File: src/rtl/spi_cfg_pkg.sv
// Shared types and setup-byte decoding for the configurable SPI master.
// Assumes a byte-wide data path; edge counts derive from the byte width.
package spi_cfg_pkg;

    localparam int BYTE_W = 8;
    localparam int BIT_W  = $clog2(BYTE_W);
    localparam int EDGE_W = BIT_W + 1;

    // Active serial mode after decoding the setup byte.
    typedef struct packed {
        logic       lsb_first;
        logic       cpol;
        logic       late;      // sample on trailing edge
        logic [1:0] rate;
    } spi_mode_t;

    typedef enum logic [1:0] {
        ST_IDLE,
        ST_SHIFT,
        ST_TAIL,
        ST_GAP
    } xfer_state_t;

    // Decode the setup byte; reserved bits are not looked at.
    function automatic spi_mode_t decode_cfg(input logic [7:0] b);
        spi_mode_t m;
        m.lsb_first = b[5];
        m.cpol      = b[3];
        m.late      = b[3] ^ b[2];
        m.rate      = b[1:0];
        return m;
    endfunction

endpackage

File: src/rtl/spi_cfg_latch.sv
// Holds the setup requested by the host and the setup in use.
// A write is stored as pending; it is copied into the active setup only
// while the engine reports idle, so a transfer never sees a change.
module spi_cfg_latch
    import spi_cfg_pkg::*;
(
    input  logic       clk,
    input  logic       rst_n,
    input  logic       cfg_wr,
    input  logic [7:0] cfg_byte,
    input  logic       idle,
    output spi_mode_t  mode_act,
    output logic       cfg_dirty
);

    spi_mode_t pend_q;

    // Capture writes and promote them to active when idle.
    always_ff @(posedge clk) begin
        if (!rst_n) begin
            pend_q    <= '0;
            mode_act  <= '0;
            cfg_dirty <= 1'b0;
        end else if (cfg_wr) begin
            pend_q    <= decode_cfg(cfg_byte);
            cfg_dirty <= 1'b1;
        end else if (idle && cfg_dirty) begin
            mode_act  <= pend_q;
            cfg_dirty <= 1'b0;
        end
    end

endmodule

File: src/rtl/spi_half_timer.sv
// Half-period timer for SCLK. Counts down from reload to zero and flags
// tick on the zero cycle, then reloads. A restart reloads at once so the
// first tick comes exactly reload+1 cycles later.
module spi_half_timer #(
    parameter int CNT_W = 7
) (
    input  logic             clk,
    input  logic             rst_n,
    input  logic             restart,
    input  logic [CNT_W-1:0] reload,
    output logic             tick
);

    logic [CNT_W-1:0] cnt_q;

    assign tick = (cnt_q == '0);

    // Down-counter with self-reload on expiry.
    always_ff @(posedge clk) begin
        if (!rst_n) begin
            cnt_q <= '0;
        end else if (restart || tick) begin
            cnt_q <= reload;
        end else begin
            cnt_q <= cnt_q - 1'b1;
        end
    end

endmodule

File: src/rtl/spi_xfer_fsm.sv
// Byte sequencer of the SPI master: handshake, select, SCLK edges,
// MOSI changes and MISO sampling. Assumes the mode is stable while busy
// and that tick pulses once per half period after timer_restart.
module spi_xfer_fsm
    import spi_cfg_pkg::*;
#(
    parameter int NUM_SS = 4,
    parameter int SEL_W  = 2
) (
    input  logic              clk,
    input  logic              rst_n,
    input  spi_mode_t         mode,
    input  logic              cfg_dirty,
    input  logic              tick,
    output logic              timer_restart,
    input  logic              tx_valid,
    output logic              tx_ready,
    input  logic [BYTE_W-1:0] tx_data,
    input  logic              tx_last,
    input  logic [SEL_W-1:0]  tx_sel,
    output logic              rx_valid,
    output logic [BYTE_W-1:0] rx_data,
    output logic              busy,
    output logic              sclk,
    output logic              mosi,
    input  logic              miso,
    output logic [NUM_SS-1:0] ss_n
);

    xfer_state_t       state_q;
    logic [EDGE_W-1:0] edge_q;
    logic [BYTE_W-1:0] tbyte_q;
    logic [BYTE_W-1:0] rbuf_q;
    logic              last_q;
    logic              accept;
    logic              samp_edge;
    logic              chg_ok;
    logic [BIT_W-1:0]  bit_idx;
    logic [BIT_W:0]    chg_idx;
    logic [NUM_SS-1:0] sel_hot;

    // Map a bit count to its position in the byte for the active order.
    function automatic logic [BIT_W-1:0] wpos(input logic [BIT_W-1:0] i,
                                              input logic lsb);
        return lsb ? i : (BIT_W'(BYTE_W - 1) - i);
    endfunction

    // One decoder line per select output.
    generate
        for (genvar g = 0; g < NUM_SS; g++) begin : g_sel
            assign sel_hot[g] = (tx_sel == SEL_W'(g));
        end
    endgenerate

    assign tx_ready      = ((state_q == ST_IDLE) && !cfg_dirty) || (state_q == ST_GAP);
    assign accept        = tx_valid && tx_ready;
    assign timer_restart = accept;
    assign busy          = (state_q != ST_IDLE);

    // Classify the coming edge: sample or change, and which bit.
    always_comb begin
        bit_idx   = edge_q[EDGE_W-1:1];
        samp_edge = (edge_q[0] == mode.late);
        chg_idx   = mode.late ? {1'b0, bit_idx} : ({1'b0, bit_idx} + 1'b1);
        chg_ok    = !chg_idx[BIT_W];
    end

    // Sequencer registers and serial outputs.
    always_ff @(posedge clk) begin
        if (!rst_n) begin
            state_q  <= ST_IDLE;
            edge_q   <= '0;
            tbyte_q  <= '0;
            rbuf_q   <= '0;
            last_q   <= 1'b0;
            rx_valid <= 1'b0;
            rx_data  <= '0;
            sclk     <= 1'b0;
            mosi     <= 1'b0;
            ss_n     <= '1;
        end else begin
            rx_valid <= 1'b0;
            case (state_q)
                ST_IDLE, ST_GAP: begin
                    if (state_q == ST_IDLE) begin
                        sclk <= mode.cpol;
                    end
                    if (accept) begin
                        tbyte_q <= tx_data;
                        last_q  <= tx_last;
                        edge_q  <= '0;
                        mosi    <= tx_data[wpos('0, mode.lsb_first)];
                        state_q <= ST_SHIFT;
                        if (state_q == ST_IDLE) begin
                            ss_n <= ~sel_hot;
                        end
                    end
                end
                ST_SHIFT: begin
                    if (tick) begin
                        sclk <= ~sclk;
                        if (samp_edge) begin
                            rbuf_q[wpos(bit_idx, mode.lsb_first)] <= miso;
                        end else if (chg_ok) begin
                            mosi <= tbyte_q[wpos(chg_idx[BIT_W-1:0], mode.lsb_first)];
                        end
                        edge_q <= edge_q + 1'b1;
                        if (&edge_q) begin
                            state_q <= ST_TAIL;
                        end
                    end
                end
                ST_TAIL: begin
                    if (tick) begin
                        rx_valid <= 1'b1;
                        rx_data  <= rbuf_q;
                        if (last_q) begin
                            ss_n    <= '1;
                            state_q <= ST_IDLE;
                        end else begin
                            state_q <= ST_GAP;
                        end
                    end
                end
                default: state_q <= ST_IDLE;
            endcase
        end
    end

endmodule

File: src/rtl/spi_cfg_master.sv
// Top of the configurable SPI master: setup latch, half-period timer and
// byte sequencer. The SCLK period is one of four parameterised divide
// ratios of clk; DIV3 is assumed to be the largest and all are even.
module spi_cfg_master
    import spi_cfg_pkg::*;
#(
    parameter  int NUM_SS = 4,
    parameter  int DIV0   = 4,
    parameter  int DIV1   = 16,
    parameter  int DIV2   = 64,
    parameter  int DIV3   = 128,
    localparam int SEL_W  = $clog2(NUM_SS),
    localparam int CNT_W  = $clog2(DIV3)
) (
    input  logic              clk,
    input  logic              rst_n,
    input  logic              cfg_wr,
    input  logic [7:0]        cfg_byte,
    input  logic              tx_valid,
    output logic              tx_ready,
    input  logic [BYTE_W-1:0] tx_data,
    input  logic              tx_last,
    input  logic [SEL_W-1:0]  tx_sel,
    output logic              rx_valid,
    output logic [BYTE_W-1:0] rx_data,
    output logic              busy,
    output logic              sclk,
    output logic              mosi,
    input  logic              miso,
    output logic [NUM_SS-1:0] ss_n
);

    spi_mode_t        mode_act;
    logic             cfg_dirty;
    logic             tick;
    logic             timer_restart;
    logic [CNT_W-1:0] half_m1;

    // Pick the half-period reload for the active rate code.
    always_comb begin
        case (mode_act.rate)
            2'd0:    half_m1 = CNT_W'(DIV0 / 2 - 1);
            2'd1:    half_m1 = CNT_W'(DIV1 / 2 - 1);
            2'd2:    half_m1 = CNT_W'(DIV2 / 2 - 1);
            default: half_m1 = CNT_W'(DIV3 / 2 - 1);
        endcase
    end

    spi_cfg_latch u_cfg (
        .clk       (clk),
        .rst_n     (rst_n),
        .cfg_wr    (cfg_wr),
        .cfg_byte  (cfg_byte),
        .idle      (!busy),
        .mode_act  (mode_act),
        .cfg_dirty (cfg_dirty)
    );

    spi_half_timer #(.CNT_W(CNT_W)) u_timer (
        .clk     (clk),
        .rst_n   (rst_n),
        .restart (timer_restart),
        .reload  (half_m1),
        .tick    (tick)
    );

    spi_xfer_fsm #(.NUM_SS(NUM_SS), .SEL_W(SEL_W)) u_fsm (
        .clk           (clk),
        .rst_n         (rst_n),
        .mode          (mode_act),
        .cfg_dirty     (cfg_dirty),
        .tick          (tick),
        .timer_restart (timer_restart),
        .tx_valid      (tx_valid),
        .tx_ready      (tx_ready),
        .tx_data       (tx_data),
        .tx_last       (tx_last),
        .tx_sel        (tx_sel),
        .rx_valid      (rx_valid),
        .rx_data       (rx_data),
        .busy          (busy),
        .sclk          (sclk),
        .mosi          (mosi),
        .miso          (miso),
        .ss_n          (ss_n)
    );

endmodule

File: config.mk
export PLATFORM = sky130hd
export DESIGN_NAME = spi_cfg_master
export DESIGN_NICKNAME = d
export VERILOG_FILES = /design/src/rtl/spi_cfg_pkg.sv /design/src/rtl/spi_cfg_latch.sv /design/src/rtl/spi_half_timer.sv /design/src/rtl/spi_xfer_fsm.sv /design/src/rtl/spi_cfg_master.sv
export SDC_FILE = /design/constraint.sdc
export NUM_CORES = 1
export LEC_CHECK = 0
export CAP_MARGIN = 20
export CORE_ASPECT_RATIO = 2
export CORE_MARGIN = 2
export CORE_UTILIZATION = 40
export DETAILED_ROUTE_END_ITERATION = 8
export SLEW_MARGIN = 40
export SYNTH_ARGS = -nofsm -noshare
export SYNTH_HDL_FRONTEND = slang
export SYNTH_HIERARCHICAL = 1
export SYNTH_SLANG_ARGS = --single-unit
File: constraint.sdc
create_clock -name clk -period 2.8 [get_ports clk]
set_clock_uncertainty 0.15 [all_clocks]
set_input_delay 0.7 -clock clk [delete_from_list [all_inputs] [get_ports clk]]
set_output_delay 0.7 -clock clk [all_outputs]
set_load 0.03 [all_outputs]
==> summary.txt <==
Clk slew on worst S/H paths -> 0.07 ns
Largest net degree at the start of global routing -> 27
Most Crowded Layer GR -> met2
Die Ht -> 129 µm
Final hold vios -> 0
Critical path type -> flop to output pin
Depth of the CTS H-tree -> 2
RSZ-0062 raised after global routing -> no
Syn_area_per_cell -> 8.77 µm²
Routed WL -> 7040 µm
I/O pins -> 41
Clk root buf -> clkbuf_16
Synthesized flop and latch total -> 56
Starting DRT DRC Count -> 99
Post-synthesis mux area share -> 0.126
Fin util -> 0.494
Row count -> 45
Tot GR Track Use -> 0.176
Synth top area share -> 0.361
Routability cong. -> 0.781
M2 GR Usage -> 0.352
Die area -> 8520 µm²
Peak Freq -> 0.374 GHz
Area Growth Syn to Fin -> 20.0%
CTS Buf Count -> 5
Crit. End Element -> output pin
Hold WC Path Type -> flop to flop
Simple-Gate Fraction of Synth Area -> 0.220
Area share of fa/ha/maj cells after synthesis -> 0.0363
Crit Reg-Reg Startpoint -> u_timer/cnt_q[0]
HP Start -> u_fsm/rbuf_q[2]
Ant. Diodes -> 0
GR Overflow Total -> 0
Async SR Flop Fraction -> 0
Grt met1 use -> 0.176
Post-route antenna net violation count -> 0
Worst hold-check slack -> 0.300 ns
Max Transition Viols Final -> 0
Proportion of layout cells with a drive suffix above 1 -> 0.109
Main combinational cell family by area after synthesis -> simple AND/OR/NAND/NOR gates
Count of cell types in the netlist -> 65
Max cap viols -> 0
Post-DP HPWL -> 5260 µm
Critical path required time -> 1.95 ns
Cell taking the most area after synthesis -> dfxtp_1
Port Buffers -> 37
Die Wd -> 66.3 µm
Synth Area in XOR/XNOR -> 0.0326
PD cells -> 787 nW/µm²
Clock sink count -> 56
Fillers -> 810
Initial antenna violation count -> 0
Synth Area in Compound Gates -> 0.158
CTS tree -> built
Peak supply drop -> 0.540 mV
Initial Utilization -> 0.411
1st-pass router iterations -> 4
Vias in the first global route -> 2551
Slew HR -> 0.602
Post-DR vias/cell -> 5.24
Met3 GRT Util -> 0.0236
Status -> complete, no violations
Tmin final -> 2.67 ns
Arrival time at the worst endpoint -> 1.82 ns
Syn Inst Count -> 354
First-pass GRT wire length -> 11700 µm
Pleak -> 0.00147 µW
Via Count -> 2562
Tcrit/Tclk final -> 0.954
DRC viols -> 0
Synth Warn # -> 6
Sequential area share after synthesis -> 0.361
Synth area leaders -> dfxtp_1, mux2i_1, nand2_1
EDFF count, synth -> 0
Clock Tree Buf Depth -> 2
Synthesized area -> 3100 µm²
Critical path origin -> u_fsm/state_q[0]
Final setup violation count -> 0
Most used flip-flop cell after synthesis -> dfxtp_1
Nets -> 427
Design Power -> 2930 µW
WL per Instance -> 14.4 µm
Skew-Pair Late Insertion Delay -> 0.29 ns
Sum of negative setup slack -> 0 ns
Worst slew pin tran -> 0.596 ns
Core footprint -> 7540 µm²
CP Launch Type -> flop
Crit path max fanout -> 4
[placed cells by master, fill, tap and decap left out, types with 4 or more instances in the layout]
master,count
or4b_1,4
xnor2_1,4
nor2_2,4
nor2b_1,13
ha_1,9
mux2_2,4
a21boi_0,8
inv_1,14
nand3_1,5
dfxtp_1,56
clkdlybuf4s50_1,36
a211oi_1,4
clkbuf_16,5
mux2i_1,33
nand2_1,50
buf_4,14
nor2_1,24
and3_1,4
and2_1,4
o21ai_0,11
o21ai_1,6
a21oi_1,22
[repair_timing]
item	in CTS	in global routing
gates resized for setup	1	0
endpoints found under the setup margin	1	0
setup buffers	0	0
hold buffers	0	0
[layout make-up]
type	count	area (µm²)	share of cell area
multi-input combinational	264	1790	0.480
clock inverter	3	22.5	0.00605
clock buffer	5	125	0.0336
timing repair buffer	52	494	0.133
tap	94	118	0.0316
inverter	15	56.3	0.0151
sequential	56	1120	0.301
[sequential cells by signal, summed over array words and instances (netlist names)]
| signal | cells |
|---|---|
| u_fsm/sclk | 1 |
| u_fsm/state_q | 2 |
| u_fsm/mosi | 1 |
| u_cfg/mode_act | 5 |
| u_timer/cnt_q | 7 |
| u_fsm/tbyte_q | 8 |
| u_fsm/last_q | 1 |
| u_fsm/rbuf_q | 8 |
| u_fsm/rx_data | 8 |
| u_fsm/ss_n | 4 |
| u_fsm/rx_valid | 1 |
| u_cfg/cfg_dirty | 1 |
| u_fsm/edge_q | 4 |
| u_cfg/pend_q | 5 |
[kinds of logic after synthesis]
family | Yosys count
fa+ha+maj | 9
xor+xnor | 9
flops | 56
simple gates | 133
buf+inv | 35
compound gates | 72
other cells | 2
mux | 38
[path summary, 6_finish.rpt]
kind,endpoint,slack (ns),cells past startpoint
setup / recovery,tx_ready,0.13,5
hold / removal,u_fsm/rx_data[2],0.30,2
setup reg to reg,u_fsm/rbuf_q[5],0.17,9
hold reg to reg,u_fsm/rx_data[2],0.30,2
[report_power, final]
| group | switching [µW] | internal (µW) |
|---|---|---|
| Clock | 300 | 336 |
| Combinational | 681 | 582 |
| Sequential | 121 | 911 |
[synthesized netlist by cell type (2+ instances only)]
cell      instances
nor3b_1           2
nor2_2            4
a211oi_1          4
nand3_1           5
mux2i_1          33
nor2_1           24
ha_1              9
a21oi_1          22
buf_6             6
or4b_1            4
and3_1            4
o21a_1            3
buf_2             7
xnor2_2           2
nand2b_1          3
xor2_1            2
o21ai_1           6
a21boi_0          8
dfxtp_1          56
xnor2_1           4
nor3_1            3
clkbuf_1          6
mux2_2            4
nand4b_1          2
or3_1             2
conb_1            2
and2_1            4
nand2_1          50
inv_1            14
o21ai_0          11
nor2b_1          13
o211ai_1          2
[per-layer routing]
metal / up-vias / wire [µm] / share of wire
met5: - / 0 / 0
met4: 0 / 102 / 0.014
met1: 1236 / 2690 / 0.38
met3: 7 / 126 / 0.018
li1: 1297 / - / -
met2: 22 / 4120 / 0.59
[through the flow]
| stage | setup WS [ns] | area, µm² | cells |
|---|---|---|---|
| 6_report | 0.128 | 3720 | 489 |
| 5_1_grt | 0.00934 | 3720 | 489 |
| 4_1_cts | 0.118 | 3720 | 489 |
| 3_5_place_dp | 0.195 | 3580 | 481 |
| 3_3_place_gp | 0.225 | 3580 | 481 |
| 2_1_floorplan | 0.309 | 3110 | 355 |
[critical path, stage by stage (launching register included)]
cell and delay (ns):
dfxtp_1 0.40, inv_1 0.10, ha_1 0.24, nor2b_1 0.15, or2_2 0.28, dlygate4sd2_1 0.36
No activity file was read; power rests on OpenSTA's default activity.
